`src/rtl/adc_deser_pkg.sv`:
```
package adc_deser_pkg;
  typedef enum logic [1:0] {
    ALN_IDLE   = 2'd0,
    ALN_SEARCH = 2'd1,
    ALN_LOCK   = 2'd2
  } align_state_e;

  typedef enum logic {
    SPLIT_INTERLEAVE = 1'b0,
    SPLIT_HALVES     = 1'b1
  } split_mode_e;
endpackage

```
`src/rtl/shift_tap.sv`:
```
module shift_tap #(
  parameter int W = 6
) (
  input  logic         clk,
  input  logic         rst_n,
  input  logic         d,
  output logic [W-1:0] win
);
  logic [W-1:0] sh;

  // win includes the bit arriving at this edge; win[W-1] is the oldest bit
  assign win = {sh[W-2:0], d};

  always_ff @(posedge clk) begin
    if (!rst_n) sh <= '0;
    else        sh <= win;
  end
endmodule

```
`src/rtl/frame_aligner.sv`:
```
module frame_aligner
  import adc_deser_pkg::*;
#(
  parameter int LANE_BITS = 6
) (
  input  logic                 clk,
  input  logic                 rst_n,
  input  logic                 start,
  input  logic [LANE_BITS-1:0] fwin,
  output logic                 word_end,
  output logic                 frame_match,
  output logic                 capture_fire,
  output logic                 locked
);
  localparam int CW   = (LANE_BITS > 1) ? $clog2(LANE_BITS) : 1;
  localparam int HALF = LANE_BITS / 2;

  function automatic logic [LANE_BITS-1:0] marker_pattern();
    logic [LANE_BITS-1:0] p;
    for (int i = 0; i < LANE_BITS; i++) p[i] = (i >= LANE_BITS - HALF);
    return p;
  endfunction

  localparam logic [LANE_BITS-1:0] PAT = marker_pattern();
  localparam logic [CW-1:0] LAST = CW'(LANE_BITS - 1);

  align_state_e state;
  logic [CW-1:0] cnt;

  assign word_end     = (state != ALN_IDLE) && (cnt == LAST);
  assign frame_match  = word_end && (fwin == PAT);
  assign capture_fire = !start && word_end &&
                        ((state == ALN_LOCK) || frame_match);
  assign locked       = (state == ALN_LOCK);

  always_ff @(posedge clk) begin
    if (!rst_n) begin
      state <= ALN_IDLE;
      cnt   <= '0;
    end else if (start) begin
      state <= ALN_SEARCH;
      cnt   <= '0;
    end else begin
      unique case (state)
        ALN_SEARCH: begin
          if (frame_match) begin
            state <= ALN_LOCK;
            cnt   <= '0;
          end else if (!word_end) begin
            cnt <= cnt + 1'b1;
          end
          // mismatch at boundary: hold cnt, slipping the boundary one bit
        end
        ALN_LOCK: cnt <= word_end ? '0 : cnt + 1'b1;
        default:  cnt <= '0;
      endcase
    end
  end
endmodule

```
`src/rtl/word_pack.sv`:
```
module word_pack
  import adc_deser_pkg::*;
#(
  parameter int SAMPLE_W = 12
) (
  input  logic                  mode,
  input  logic [SAMPLE_W/2-1:0] w0,
  input  logic [SAMPLE_W/2-1:0] w1,
  output logic [SAMPLE_W-1:0]   word
);
  localparam int LB = SAMPLE_W / 2;

  function automatic logic [SAMPLE_W-1:0] merge_interleaved(
    input logic [LB-1:0] ev, input logic [LB-1:0] od);
    logic [SAMPLE_W-1:0] r;
    for (int k = 0; k < LB; k++) begin
      r[2*k]   = ev[k];
      r[2*k+1] = od[k];
    end
    return r;
  endfunction

  function automatic logic [SAMPLE_W-1:0] merge_halves(
    input logic [LB-1:0] hi, input logic [LB-1:0] lo);
    return {hi, lo};
  endfunction

  always_comb begin
    if (split_mode_e'(mode) == SPLIT_HALVES) word = merge_halves(w0, w1);
    else                                     word = merge_interleaved(w0, w1);
  end
endmodule

```
`src/rtl/adc_deser.sv`:
```
module adc_deser
  import adc_deser_pkg::*;
#(
  parameter int CHANNELS = 4,
  parameter int SAMPLE_W = 12
) (
  input  logic                         clk,
  input  logic                         rst_n,
  input  logic                         start_i,
  input  logic                         mode_i,
  input  logic                         frame_i,
  input  logic [CHANNELS-1:0]          lane0_i,
  input  logic [CHANNELS-1:0]          lane1_i,
  output logic [CHANNELS*SAMPLE_W-1:0] sample_o,
  output logic                         valid_o,
  output logic                         locked_o
);
  localparam int LB = SAMPLE_W / 2;

  logic [LB-1:0] fwin;
  logic          word_end;
  logic          frame_match;
  logic          capture_fire;
  logic [CHANNELS*SAMPLE_W-1:0] packed_words;

  shift_tap #(.W(LB)) u_frame_tap (
    .clk(clk), .rst_n(rst_n), .d(frame_i), .win(fwin)
  );

  frame_aligner #(.LANE_BITS(LB)) u_align (
    .clk(clk), .rst_n(rst_n), .start(start_i), .fwin(fwin),
    .word_end(word_end), .frame_match(frame_match),
    .capture_fire(capture_fire), .locked(locked_o)
  );

  for (genvar c = 0; c < CHANNELS; c++) begin : g_ch
    logic [LB-1:0] w0;
    logic [LB-1:0] w1;

    shift_tap #(.W(LB)) u_tap0 (
      .clk(clk), .rst_n(rst_n), .d(lane0_i[c]), .win(w0)
    );
    shift_tap #(.W(LB)) u_tap1 (
      .clk(clk), .rst_n(rst_n), .d(lane1_i[c]), .win(w1)
    );
    word_pack #(.SAMPLE_W(SAMPLE_W)) u_pack (
      .mode(mode_i), .w0(w0), .w1(w1),
      .word(packed_words[c*SAMPLE_W +: SAMPLE_W])
    );
  end

  always_ff @(posedge clk) begin
    if (!rst_n) begin
      sample_o <= '0;
      valid_o  <= 1'b0;
    end else begin
      valid_o <= capture_fire;
      if (capture_fire) sample_o <= packed_words;
    end
  end
endmodule

```
`config.mk`:
```
export PLATFORM = sky130hd
export DESIGN_NAME = adc_deser
export DESIGN_NICKNAME = d
export VERILOG_FILES = /design/src/rtl/adc_deser_pkg.sv /design/src/rtl/shift_tap.sv /design/src/rtl/frame_aligner.sv /design/src/rtl/word_pack.sv /design/src/rtl/adc_deser.sv
export SDC_FILE = /design/constraint.sdc
export NUM_CORES = 1
export LEC_CHECK = 0
export BUFFER_PORTS_ARGS = -buffer_cell sky130_fd_sc_hd__buf_2
export CORE_MARGIN = 10
export CORE_UTILIZATION = 55
export CTS_CLUSTER_DIAMETER = 200
export CTS_CLUSTER_SIZE = 24
export DETAILED_ROUTE_END_ITERATION = 8
export PLACE_DENSITY = 0.85
export SETUP_SLACK_MARGIN = 0.1
export SLEW_MARGIN = 20
export SYNTH_ARGS = -nofsm -noshare
export SYNTH_HDL_FRONTEND = slang
export SYNTH_HIERARCHICAL = 1
export SYNTH_SLANG_ARGS = --single-unit
export TNS_END_PERCENT = 5
```
`constraint.sdc`:
```
create_clock -name clk -period 4.38 [get_ports clk]
set_input_delay 0 -clock clk [delete_from_list [all_inputs] [get_ports clk]]
set_output_delay 0 -clock clk [all_outputs]
set_load 0.005 [all_outputs]
```
After elaboration in Yosys (flattened, before gate mapping)
Cells that the tools add are included.
{"block": "op_classes", "n_mux": 11, "bitwise_logic": 1, "reduce_logical": 12, "add_sub_neg": 1, "eq_ne": 5}
{"cell": "$mux W12", "count": 4}
{"cell": "$mux W3", "count": 3}
{"cell": "$eq A6 B6 Y1 const B", "count": 1}
{"cell": "$pmux W3 S2", "count": 1}
{"cell": "$reduce_bool A2 Y1", "count": 3}
{"cell": "$logic_and A1 B1 Y1", "count": 4}
{"cell": "$reduce_and A2 Y1", "count": 2}
{"cell": "$add A3 B1 Y3 const B", "count": 1}
{"cell": "$eq A3 B3 Y1 const B", "count": 1}
{"cell": "$mux W1", "count": 3}
{"cell": "$ne A3 B3 Y1 const B", "count": 1}
{"cell": "$eq A2 B1 Y1 const B", "count": 1}
{"cell": "$eq A2 B2 Y1 const B", "count": 1}
{"cell": "$reduce_or A2 Y1", "count": 1}
{"cell": "$logic_not A1 Y1", "count": 1}
{"cell": "$logic_or A1 B1 Y1", "count": 1}
{"cell": "$not A1 Y1", "count": 1}
{"block": "word_totals", "reg_bits": 99, "in_bits": 13, "out_inout_bits": 50}

Depth between registers and ports, before layout
{"block": "logic_depth", "depth_word": 6, "mapped_depth": 10, "ltp_nobuf": 7}

By module
Netlist, hierarchy kept.
{"module": "adc_deser", "area_each_um2": 1853.0, "cells_each": 157, "seq_area_each_um2": 980.9, "instances": 1}
{"module": "shift_tap", "area_each_um2": 138.9, "cells_each": 11, "seq_area_each_um2": 100.1, "instances": 9}
{"module": "word_pack", "area_each_um2": 183.9, "cells_each": 13, "seq_area_each_um2": 0.0, "instances": 4}
{"module": "frame_aligner", "area_each_um2": 372.9, "cells_each": 37, "seq_area_each_um2": 100.1, "instances": 1}

Least setup slack after synthesis
Ideal clock, no wire load.
{"block": "synth_timing", "kind": "reg-to-reg", "startpoint": "register u_align.state[0]", "endpoint": "register sample_o[37]", "t_arrival_ns": 1.625, "path_stages_with_launch": 11, "n_path_buf": 3, "setup_ns": 0.116, "path_slack_ns": 2.639, "path_cell_list": "dfxtp_1 inv_1 ha_1 nand3b_2 nor2_1 o21a_1 buf_4 buf_8 buf_12 mux2i_1 nor2b_1"}
{"block": "synth_via", "elab_chain_len": 5, "word_cells_on_any_way": 7}
{"item": "from (decl)", "line": "frame_aligner.sv:27", "source": "align_state_e state;"}
{"item": "from (signal assigned)", "line": "frame_aligner.sv:38", "source": "state <= ALN_IDLE;"}
{"item": "from (signal assigned)", "line": "frame_aligner.sv:41", "source": "state <= ALN_SEARCH;"}
{"item": "from (signal assigned)", "line": "frame_aligner.sv:47", "source": "state <= ALN_LOCK;"}
{"item": "$reduce_bool A2 Y1", "line": "frame_aligner.sv:30", "source": "assign word_end = (state != ALN_IDLE) && (cnt == LAST);"}
{"item": "$logic_and A1 B1 Y1", "line": "frame_aligner.sv:30"}
{"item": "$logic_and A1 B1 Y1", "line": "frame_aligner.sv:31", "source": "assign frame_match = word_end && (fwin == PAT);"}
{"item": "$logic_or A1 B1 Y1", "line": "frame_aligner.sv:33", "source": "((state == ALN_LOCK) || frame_match);"}
{"item": "$logic_and A1 B1 Y1 *", "line": "frame_aligner.sv:32", "source": "assign capture_fire = !start && word_end &&"}
{"item": "via capture_fire", "line": "adc_deser.sv:23", "source": "logic capture_fire;"}
{"item": "to (signal assigned)", "line": "adc_deser.sv:58", "source": "if (capture_fire) sample_o <= packed_words;"}
{"item": "to (decl)", "line": "adc_deser.sv:14", "source": "output logic [CHANNELS*SAMPLE_W-1:0] sample_o,"}
The timed path passes the listed nets; every way through them passes the cells marked *.
A chain may end at the register's enable or synchronous reset.

Worst setup path in the final report
{"block": "layout_timing", "startpoint": "register u_align.state[1]", "endpoint": "register sample_o[14]"}
The elaborated chain is that of the path after synthesis.

==> summary.md <==
| Metric | Value |
|---|---|
| Vias in the first global route | `between 2,000 and 3,000` |
| Min-delay worst type | `in2reg` |
| Hold path startpoint | `rst_n` |
| CP required | `4.61 ns` |
| Highest routed layer | `met4` |
| Max Cap Violations | `0` |
| Int Pwr | `between 1 and 1.5 mW` |
| Fmax | `372 MHz` |
| Wire length of the first global-routing pass | `~12 mm` |
| Routed wire per std cell | `14.5 um` |
| Met1 Wirelength | `between 3 and 4 mm` |
| Final setup violation count | `0` |
| Vias | `roughly 2,500` |
| Gr ovfl total | `0` |
| Final period util | `approximately three fifths` |
| Starting Density | `57.3%` |
| Max-slew headroom at the worst pin | `33.6%` |
| Core area | `roughly 7300 um^2` |
| Post-DP HPWL | `5.16 mm` |
| Max-slew violations | `0` |
| Mapped Cells | `around 340` |
| CP delay by family, top | `compound AO/OA/AOI/OAI gates` |
| Syn nets | `around 360` |
| Cell Pwr Density | `325 nW/um^2` |
| TritonCTS Buffers | `9` |
| Drt pass-1 iters | `4` |
| Final min period | `roughly 2.7 ns` |
| GPL Wtd Cong | `approximately 0.73` |
| Resized Gates After CTS | `0` |
| Die ar. | `between 10,000 and 15,000 um^2` |
| Clk sinks | `99` |
| Root Buffer | `clkbuf_8` |
| Combinational Power Share | `6.3%` |
| FF/Latch Area | `roughly 2000 um^2` |
| I/O Buffers | `between 60 and 70` |
| Remaining antenna violation count | `0` |
| Switch share | `21.7%` |
| # diodes | `0` |
| DR WL met3 | `446 um` |
| Syn_area_per_cell | `approximately 12 um^2` |
| Largest net degree at the start of global routing | `57` |
| P_sw | `334 uW` |
| Initial drt markers | `between 100 and 150` |
| Vias per inst | `approximately 4.9` |
| Post-CTS Setup Bufs | `0` |
| CTS tree | `built` |
| Fin Clk Skew | `0.0121 ns` |
| Worst EP arrival | `between 2 and 3 ns` |
| # fillers | `580` |
| Syn-to-layout area delta | `12.9%` |
| Min-Delay Endpoint | `sample_o[30]` |
| Slowest Stage Delay on Critical Path | `approximately 0.81 ns` |
| Routed Wire Length | `roughly 7.4 mm` |
| Setup Crit Path Kind | `reg2reg` |
| Unrepaired setup endpoints after global routing | `no` |
| Die Span Y | `roughly 110 um` |
| Synth Warn # | `6` |
| H-tree depth | `3` |
| Clock Power Share | `between 30% and 40%` |
| Pleak | `between 2 and 2.5 nW` |
| Critical Path, Cell by Cell | `inv_1 -> ha_1 -> nand3b_2 -> nor2_1 -> o21a_2 -> buf_4 -> mux2i_1 -> nor2b_1` |
| Setup_tns | `0 ns` |
| Max Root-Sink Buffers | `2` |
| Clock-pin slew on the worst setup and hold paths | `around 0.09 ns` |
| # DRC | `0` |
| Worst-path fanout max | `32` |
| Status | `completed` |
| Fin. Hold Viols | `0` |
| Site row count | `31` |
| Critical path startpoint category | `register` |
| Fraction of layout cells with a size suffix above 1 | `between 30 and 40%` |
| Hold Path Depth | `2` |
| VDD IR-drop max | `~0.00017 V` |
| Tot Pwr | `roughly 1.5 mW` |
| Worst-Margin Slew | `0.996 ns` |
| Synthesized area | `between 4000 and 5000 um^2` |
| Global Route Usage Sum | `13.0%` |
| Die Width | `roughly 110 um` |
| Reg2reg path depth | `8` |
| Metal2 WL | `3.53 mm` |
| Reg2Reg Setup Slack | `1.69 ns` |
| Clock network latency to the later pin of the worst-skew pair | `0.35 ns` |
| Worst Path Buf+Inv | `2` |
| Multi-input gate area | `around 2000 um^2` |
| Initial antenna violation count | `0` |
| Layout net count | `about 420` |
| Worst r2r dst | `sample_o[14]` |
| Reg power frac | `59.8%` |
| RR Startpoint | `u_align/state[1]` |
| CP Capture Type | `register` |
| Crit-path slowest cell | `o21a_2` |
| Io pins | `63` |
cells in the final DEF (no fill, tap or decap), types with 2 or more instances in the layout:
cell type and instances:
mux2_2 8, mux2i_1 48, clkinv_2 2, and2_1 46, clkinvlp_4 2, dfxtp_1 99, ha_1 5, nor2b_1 49
dlygate4sd3_1 10, nand3_1 2, nor2_1 3, clkbuf_8 11, inv_1 3, buf_2 62, o32ai_1 2, mux2_4 40
buf_4 3
final cells by class:
type | instances | area share (%)
clock buffer | 12 | 3.27
multi-input combinational | 217 | 42.4
timing repair buffer | 75 | 9.13
tap | 99 | 2.61
clock inverter | 4 | 0.528
sequential | 99 | 41.8
inverter | 3 | 0.237
metrics by stage:
stage | area, um^2 | worst slack (ns) | hold WS (ns) | cells | utilization [%]
floorplan | 4200 | 2.67 | 0.122 | 343 | -
global placement | 4460 | 1.82 | 0.237 | 483 | 60.9
detailed placement | 4460 | 1.70 | 0.244 | 483 | 60.9
CTS | 4740 | 1.68 | 0.271 | 509 | 64.7
global route | 4740 | 1.54 | 0.318 | 509 | 64.7
finish | 4740 | 1.69 | 0.277 | 509 | 64.7
worst max path at each step:
stage | startpoint | endpoint | cells past startpoint
after floorplan | u_align/state[0] | sample_o[37] | 10
after global placement | u_align/state[0] | sample_o[25] | 8
after detailed placement | u_align/state[1] | sample_o[31] | 8
after CTS | u_align/state[1] | sample_o[31] | 8
after global routing | u_align/state[0] | sample_o[14] | 8
final | u_align/state[1] | sample_o[14] | 8
repair_timing:
item	CTS	global route
hold buffers	10	0
hold endpoints to repair	13	0
setup endpoints to repair	0	0
sequential cells by signal (all words and copies together), names as in the netlist:
register        count
g_ch.u_tap0/sh     20
g_ch.u_tap1/sh     20
sample_o           48
u_align/cnt         3
u_align/state       2
u_frame_tap/sh      5
valid_o             1
routing by layer:
layer | track usage (%) | vias to the layer above
met1 | 14.9 | 1198
met4 | 6.01 | 0
met2 | 21.4 | 40
li1 | - | 1270
met5 | 0 | -
met3 | 4.19 | 9
power groups by stage:
stage          Clock (mW)  Sequential (mW)  Combinational (mW)
4_1_cts             0.539            0.922              0.0972
5_1_grt             0.570            0.924               0.105
3_5_place_dp            0            0.943              0.0902
6_report            0.523            0.922              0.0968
2_1_floorplan           0            0.940              0.0774
3_3_place_gp            0            0.942              0.0887
Power figures use the tool's default switching activity.
